<file path="config.mk">
export PLATFORM = sky130hd
export DESIGN_NAME = bch15_enc
export DESIGN_NICKNAME = d
export VERILOG_FILES = /design/src/rtl/bch_enc_pkg.sv /design/src/rtl/bch_msg_ser.sv /design/src/rtl/bch_lfsr_div.sv /design/src/rtl/bch_par_des.sv /design/src/rtl/bch15_enc.sv
export SDC_FILE = /design/constraint.sdc
export NUM_CORES = 1
export LEC_CHECK = 0
export ABC_AREA = 1
export BUFFER_PORTS_ARGS = -buffer_cell sky130_fd_sc_hd__buf_2
export CAP_MARGIN = 15
export CORE_UTILIZATION = 50
export DETAILED_ROUTE_END_ITERATION = 12
export HOLD_SLACK_MARGIN = 0.15
export PLACE_DENSITY = 0.72
export SYNTH_ARGS = -nofsm -noshare
export SYNTH_HDL_FRONTEND = slang
export SYNTH_SLANG_ARGS = --single-unit
</file>
<file path="constraint.sdc">
create_clock -name clk_i -period 3.95 [get_ports clk_i]
set_input_delay 0.9875 -clock clk_i [delete_from_list [all_inputs] [get_ports clk_i]]
set_output_delay 0.9875 -clock clk_i [all_outputs]
set_load 0.01 [all_outputs]
</file>
<file path="src/rtl/bch_enc_pkg.sv">
package bch_enc_pkg;
  localparam int unsigned MSG_W = 7;
  localparam int unsigned PAR_W = 8;
  localparam int unsigned CW_W  = MSG_W + PAR_W;
  // g(x) = 1 + x^4 + x^6 + x^7 + x^8, bit i = coefficient of x^i
  localparam logic [PAR_W:0] GEN_POLY = 9'h1D1;
endpackage

</file>
<file path="src/rtl/bch_msg_ser.sv">
module bch_msg_ser #(
  parameter int unsigned W = 7
) (
  input  logic         clk_i,
  input  logic         rst_ni,
  input  logic         load_i,
  input  logic         shift_i,
  input  logic [W-1:0] msg_i,
  output logic [W-1:0] msg_o,
  output logic         bit_o
);
  logic [W-1:0] sr_q;

  always_ff @(posedge clk_i or negedge rst_ni) begin
    if (!rst_ni) begin
      sr_q  <= '0;
      msg_o <= '0;
    end else if (load_i) begin
      msg_o <= msg_i;
      sr_q  <= {msg_i[W-2:0], 1'b0};  // msb consumed directly on load edge
    end else if (shift_i) begin
      sr_q  <= {sr_q[W-2:0], 1'b0};
    end
  end

  assign bit_o = sr_q[W-1];
endmodule

</file>
<file path="src/rtl/bch_lfsr_div.sv">
module bch_lfsr_div #(
  parameter int unsigned       PW  = 8,
  parameter logic [PW:0]       GEN = 9'h1D1
) (
  input  logic clk_i,
  input  logic rst_ni,
  input  logic div_i,
  input  logic shift_i,
  input  logic bit_i,
  output logic msb_o
);
  logic [PW-1:0] rem_q;
  logic          fb;

  assign fb = bit_i ^ rem_q[PW-1];

  always_ff @(posedge clk_i or negedge rst_ni) begin
    if (!rst_ni)
      rem_q <= '0;
    else if (div_i)
      rem_q <= {rem_q[PW-2:0], 1'b0} ^ ({PW{fb}} & GEN[PW-1:0]);
    else if (shift_i)
      rem_q <= {rem_q[PW-2:0], 1'b0};
  end

  assign msb_o = rem_q[PW-1];
endmodule

</file>
<file path="src/rtl/bch_par_des.sv">
module bch_par_des #(
  parameter int unsigned PW = 8
) (
  input  logic          clk_i,
  input  logic          rst_ni,
  input  logic          shift_i,
  input  logic          bit_i,
  output logic [PW-1:0] par_o
);
  always_ff @(posedge clk_i or negedge rst_ni) begin
    if (!rst_ni)
      par_o <= '0;
    else if (shift_i)
      par_o <= {par_o[PW-2:0], bit_i};
  end
endmodule

</file>
<file path="src/rtl/bch15_enc.sv">
module bch15_enc
  import bch_enc_pkg::*;
#(
  parameter int unsigned     K   = MSG_W,
  parameter int unsigned     P   = PAR_W,
  parameter logic [P:0]      GEN = GEN_POLY
) (
  input  logic           clk_i,
  input  logic           rst_ni,
  input  logic           en_i,
  input  logic [K-1:0]   msg_i,
  output logic [K+P-1:0] cw_o,
  output logic           hold_o
);
  localparam int unsigned N     = K + P;
  localparam int unsigned CNT_W = $clog2(N + 1);
  localparam logic [CNT_W-1:0] CNT_K = CNT_W'(K);
  localparam logic [CNT_W-1:0] CNT_N = CNT_W'(N);

  logic [CNT_W-1:0] cnt_q;
  logic             load, div, pshift, ser_bit, div_bit, rem_bit;
  logic [K-1:0]     msg_q;
  logic [P-1:0]     par_q;

  assign load   = en_i && (cnt_q == '0);
  assign div    = en_i && (cnt_q < CNT_K);
  assign pshift = en_i && (cnt_q >= CNT_K) && (cnt_q < CNT_N);
  assign div_bit = load ? msg_i[K-1] : ser_bit;

  always_ff @(posedge clk_i or negedge rst_ni) begin
    if (!rst_ni)
      cnt_q <= '0;
    else if (en_i && (cnt_q < CNT_N))
      cnt_q <= cnt_q + 1'b1;
  end

  bch_msg_ser #(.W(K)) u_ser (
    .clk_i(clk_i), .rst_ni(rst_ni), .load_i(load), .shift_i(div),
    .msg_i(msg_i), .msg_o(msg_q), .bit_o(ser_bit)
  );

  bch_lfsr_div #(.PW(P), .GEN(GEN)) u_div (
    .clk_i(clk_i), .rst_ni(rst_ni), .div_i(div), .shift_i(pshift),
    .bit_i(div_bit), .msb_o(rem_bit)
  );

  bch_par_des #(.PW(P)) u_des (
    .clk_i(clk_i), .rst_ni(rst_ni), .shift_i(pshift),
    .bit_i(rem_bit), .par_o(par_q)
  );

  assign hold_o = (cnt_q == CNT_N);
  assign cw_o   = hold_o ? {msg_q, par_q} : '0;
endmodule

</file>
==> impl_metrics.toml, run 1 <==
[logic_synthesis]
synth.ff_latch_count = 33
synth.lib_cells_used.distinct = 25
netlist_area_um2 = 1520
cell_count_after_synthesis = 174
post_synth_main_area_contributors = "dfrtp_1, nand2_1, o21ai_0"
synth_top_cell_by_area = "dfrtp_1"
synthesis.yosys.warnings = 0
yosysSeqAreaShare_pct = 54.3
synth_top_area_share_pct = 54.3
net_count_after_synthesis = 186
syn-mean-instance-area_um2 = 8.74

[worst_hold_path]
endpoint_of_the_worst_hold_path = "u_ser.sr_q[1]"
hold-path-cell-count = 2
worst_hold_startpoint = "u_ser.sr_q[1]"
timing.hold.worst.class = "reg -> reg"

[drt]
via_per_inst = 5.03
dr.pass1.iters = 8
detail_route.wl_per_cell_um = 11.2
route.vias.total = 1178
finalWirelength_mm = 2.62
detail_route.drc_violations = 3
initial_drt_markers = 55
final_antenna_net_count = 0

[run_status]
status = "complete, but fails checks"
failed_checks = "design-rule violations"

[worst_setup_path]
worstReg2RegEnd = "u_ser.sr_q[5]"
reg2reg_depth = 7
max_stage_delay_ns = 0.37
critical_path_peak_fanout = 17
crit_required_ns = 2.96
setup.worst_path.end_class = "primary output"
crit_type = "reg -> out"
cp_data_arrival_time_ns = 1.44
startpoint_type_of_the_worst_setup_path = "register"
crit_slowest_cell = "dfrtp_1"
reg2reg_setup_slack_ns = 2.32
cp_cell_sequence = "ha_1 > nand3_4 > nor2_1 > buf_2"
r2r_start = "cnt_q[0]"

[die]
starting_utilization_of_the_core_area_pct = 53.8
design.portCount = 26
die_area_um2 = 3270
chipWidth_um = 57.2
core-area_um2 = 2830
row_count = 19
die_y_um = 57.2

[power_and_ir_drop]
power.static_leakage_nw = 0.931
final_total_pwr_mw = 1.27
ir_worst_vdd_uv = 412
pwr_density_cell_nw_per_um2 = 731

[cts]
clock_sinks = 33
insertion_delay_ns = 0.33
cts_made_buffers = 5
cts_hold_buf = 0
post-cts-setup-buffers = 0
clock_tree.buffer_depth = 2
clockRootBuffer = "clkbuf_4"
cts_resized = 0
clock_tree_from_tritoncts = "done"
cts_clock_pin_slew_for_the_worst_setup_and_hold_paths_ns = 0.10
ctsHtreeMaxLevel = 2

[placement]
hpwl_mm = 1.86
gpl.final_weighted_congestion = 0.749
port_buffers = 25

[sta]
unrepaired_setup_endpoints_after_global_routing = "no"
clock-skew-final_ns = 0.00817
fmaxAchievable_ghz = 0.412
setup_total_negative_slack_ns = 0
timing_hold_violations_final = 0
finalCritPeriodShare_pct = 61.5
final.min_clock_period_ns = 2.43
slew_violations = 0
tightest_slew_ns = 0.711
maxSlewHeadroom_pct = 52.6
setup-violations-final = 0
fin_worst_hold_slack_ns = 0.486

[job]
drv.max_cap_violation_count = 0

[finish]
final_nets = 214
syn2layout_area_growth_pct = 14.3
diodes = 0
commonest_cells_after_routing_fill_and_taps_aside = "nand2_1, dfrtp_1, inv_1"
final-seq-area_um2 = 826
drive_gt1_share_pct = 21.2
multi_input_area_um2 = 548
mostFrequentLayoutCell = "nand2_1"
n_fill_cell = 248

[grt]
global_route.usage.total_pct = 18.4
wire_length_of_the_first_global_routing_pass_mm = 4.52
overflow = 0
grt_start_max_net_pins = 34
first_global_vias = 1065
antenna_found_initial = 0
Yosys cell counts:
| master | number |
|---|---|
| xor2_1 | 2 |
| nand2_1 | 37 |
| a21oi_1 | 2 |
| o21ai_1 | 4 |
| nor2_4 | 1 |
| inv_1 | 28 |
| a2bb2oi_1 | 3 |
| inv_2 | 2 |
| nand3_1 | 4 |
| clkinv_1 | 1 |
| nand4_1 | 3 |
| buf_6 | 2 |
| nand3_2 | 1 |
| buf_2 | 1 |
| o21bai_1 | 1 |
| ha_1 | 2 |
| nand3_4 | 1 |
| dfrtp_1 | 33 |
| nand2_4 | 2 |
| nor2_2 | 1 |
| o21ai_0 | 22 |
| a22oi_1 | 1 |
| buf_1 | 1 |
| nor2_1 | 16 |
| nand2_2 | 3 |
metal layers:
layer	GRT usage, %	part of all wire (%)	vias to the layer above
met5	0	0	-
met1	23.5	45	554
met4	6.27	0.69	0
met2	28.7	49	19
met3	7.48	4.7	4
li1	-	-	601
through the flow:
| stage | worst slack (ns) | instance area, µm² | util [%] | cells |
|---|---|---|---|---|
| floorplan | 1.81 | 1520 | - | 174 |
| global placement | 1.90 | 1650 | 58.5 | 226 |
| detailed placement | 1.86 | 1650 | 58.5 | 226 |
| CTS | 1.50 | 1740 | 61.5 | 234 |
| global route | 1.36 | 1740 | 61.5 | 234 |
| finish | 1.52 | 1740 | 61.5 | 234 |
flip-flops by register name, indices dropped and copies added, names as in the netlist:
signal       cells
cnt_q            4
u_div.rem_q      8
u_des.par_o      8
u_ser.sr_q       6
u_ser.msg_o      7
power by group:
group | switching, mW | internal (mW)
clock | 0.107 | 0.151
combinational | 0.274 | 0.162
sequential | 0.0835 | 0.494
cell type report:
cell class                 instances  share of cell area, %
sequential                        33                   47.5
multi-input combinational        106                   31.5
timing repair buffer              25                   7.19
inverter                          31                   6.69
clock buffer                       7                   3.17
tap                               31                   2.23
clock inverter                     1                   1.73
worst max-delay path, delay by kind of cell (launching register included):
family        cells  cell delay (ns)
fa+ha+maj         1             0.24
simple gates      2             0.36
flops             1             0.37
buf+inv           1             0.14
cells by family after synthesis:
family	after synthesis	share of synthesized area, %
AO/OA/AOI/OAI	33	11.9
buffers and inverters	35	9.70
XOR/XNOR	2	1.15
flip-flops	33	54.3
AND/OR/NAND/NOR	69	21.3
adder cells (fa/ha/maj)	2	1.64
how the worst max path moves through the flow:
stage                           to  startpoint  depth (start not counted)  slack [ns]
after floorplan             hold_o    cnt_q[0]                          4        1.81
after global placement    cw_o[11]    cnt_q[0]                          4        1.90
after detailed placement   cw_o[2]    cnt_q[0]                          4        1.86
after CTS                  cw_o[2]    cnt_q[0]                          4        1.50
after global routing       cw_o[3]    cnt_q[0]                          4        1.36
final                      cw_o[2]    cnt_q[1]                          4        1.52
(Power assumes the default switching activity.)
==> inputs of run 2 (changes only) <==
CORE_UTILIZATION = 49   (was 50)
PLACE_DENSITY = 0.74   (was 0.72)
clock period = 1.95 ns   (was 3.95 ns; I/O delays follow)
==> run 2 against run 1 <==
  * The run still ends with design-rule violations left
  * First-iteration DRC count fell by 15%
  * Worst setup slack lost 1.5 ns
  * Worst hold slack worse by 0.31 ns
  * Flip-flop and latch count unchanged
  * Global-route usage is 1.8 points higher
  * Utilization increased by 0.72 points
  * Final area grew 2.0%
  * Non-clock buffer count grew 1
  * Critical endpoint is now cw_o[14]
==> impl_metrics.toml, run 2 (synthesized netlist as in run 1, its figures left out) <==
[run_status]
failed_checks = "design-rule violations"
status = "complete, but fails checks"

[placement]
gpl.final_weighted_congestion = 0.831
postPlaceCellArea_um2 = 1650
hpwl_mm = 1.96
port_buffers = 25
pre_cts_ws_ns = 0.320
dp_cells = 226

[worst_setup_path]
crit_required_ns = 1.46
critPathLaunch = "cnt_q[1]"
worstReg2RegEnd = "cnt_q[3]"
crit_type = "reg -> out"
critical_path_peak_fanout = 9
startpoint_type_of_the_worst_setup_path = "register"
cp_data_arrival_time_ns = 1.42
reg2reg_setup_slack_ns = 0.35
r2r_start = "cnt_q[0]"
timing.critical_path.to = "cw_o[14]"
reg2reg_depth = 7
setup.worst_path.end_class = "primary output"

[sta]
fmaxAchievable_ghz = 0.524
tightest_slew_ns = 0.698
unrepaired_setup_endpoints_after_global_routing = "yes"
setup-violations-final = 0
clock-skew-final_ns = 0.0158
final.min_clock_period_ns = 1.91
finalWorstSetupSlack_ns = 0.0419
setup_total_negative_slack_ns = 0
finalCritPeriodShare_pct = 97.8
fin_worst_hold_slack_ns = 0.176
slew_violations = 0
timing_hold_violations_final = 0
maxSlewHeadroom_pct = 53.4

[power_and_ir_drop]
pwr_density_cell_nw_per_um2 = 1450
ir_worst_vdd_uv = 671
final_total_pwr_mw = 2.58
power.static_leakage_nw = 0.931

[finish]
final-seq-area_um2 = 826
syn2layout_area_growth_pct = 16.6
multi_input_area_um2 = 591
diodes = 0
drive_gt1_share_pct = 25.4
fin_area_um2 = 1770
layout.core_utilization_pct = 62.2
mostFrequentLayoutCell = "nand2_1"
n_fill_cell = 252
top_regs = "u_des.par_o: 8 flops, u_div.rem_q: 8 flops, u_ser.msg_o: 7 flops"
commonest_cells_after_routing_fill_and_taps_aside = "nand2_1, dfrtp_1, inv_1"
final_nets = 216
stdcell_count = 236

[die]
die_area_um2 = 3330
die_y_um = 57.7
core-area_um2 = 2850
design.portCount = 26
starting_utilization_of_the_core_area_pct = 53.3
chipWidth_um = 57.7
row_count = 19

[grt]
global_route.usage.total_pct = 20.2
antenna_found_initial = 0
grt_start_max_net_pins = 34
wire_length_of_the_first_global_routing_pass_mm = 4.95
overflow = 0
first_global_vias = 1123

[cts]
cts_hold_buf = 0
ctsHtreeMaxLevel = 2
clock_sinks = 33
clock_tree.buffer_depth = 2
clockRootBuffer = "clkbuf_4"
clock_tree_from_tritoncts = "done"
insertion_delay_ns = 0.34
cts_made_buffers = 5
cts_clock_pin_slew_for_the_worst_setup_and_hold_paths_ns = 0.10

[job]
drv.max_cap_violation_count = 0

[drt]
via_per_inst = 5.20
route.vias.total = 1228
detail_route.drc_violations = 2
final_antenna_net_count = 0
finalWirelength_mm = 2.88
dr.pass1.iters = 8
initial_drt_markers = 47
detail_route.wl_per_cell_um = 12.2

[worst_hold_path]
timing.hold.worst.class = "in -> async"
## run 2: cell types whose count changed in the layout (fill, tap and decap cells not counted), sizes merged
cell    delta
buf        +1
bufinv     -1
clkinv     +1
nand3      +1
## run 2: power by group
group / internal [mW] / switching (mW) / total [mW]
combinational: 0.356 / 0.582 / 0.938
clock: 0.209 / 0.223 / 0.432
sequential: 1.00 / 0.208 / 1.21
## run 2: worst min path at each step
stage | from | to | slack [ns] | cells after the start
6_report | rst_ni | u_ser.msg_o[2] | 0.18 | 1
3_5_place_dp | u_ser.sr_q[1] | u_ser.sr_q[1] | 0.46 | 2
3_3_place_gp | u_ser.sr_q[1] | u_ser.sr_q[1] | 0.45 | 2
2_1_floorplan | rst_ni | cnt_q[0] | 0.19 | 0
4_1_cts | rst_ni | u_ser.msg_o[2] | 0.20 | 1
5_1_grt | rst_ni | u_des.par_o[5] | 0.23 | 1
## run 2: repair_timing
action | 4_1_cts | 5_1_grt
gates cloned | 1 | 0
resized for setup | 3 | 5
pin swaps | 0 | 1
setup buffers | 1 | 0
setup endpoints to repair | 15 | 7
## run 2: per-layer routing
layer  wire, µm  up-vias  GRT usage, %  part of all wire, %
li1           -      607             -                    -
met5          0        -             0                    0
met4         49        0          7.14                  1.7
met3        145        6          6.92                  5.0
met2       1350       22          33.7                   47
met1       1340      593          24.5                   46
## run 2: layout make-up
cell class | count | area share (%)
inverter | 31 | 6.56
multi-input combinational | 107 | 33.3
clock buffer | 7 | 3.67
timing repair buffer | 26 | 7.48
tap | 31 | 2.19
clock inverter | 1 | 0.282
sequential | 33 | 46.5
## run 2: worst max-delay path: stages, from the launching register on
cell	delay [ns]
dfrtp_1	0.42
ha_4	0.21
nand3_4	0.16
nor2_1	0.16
buf_2	0.15
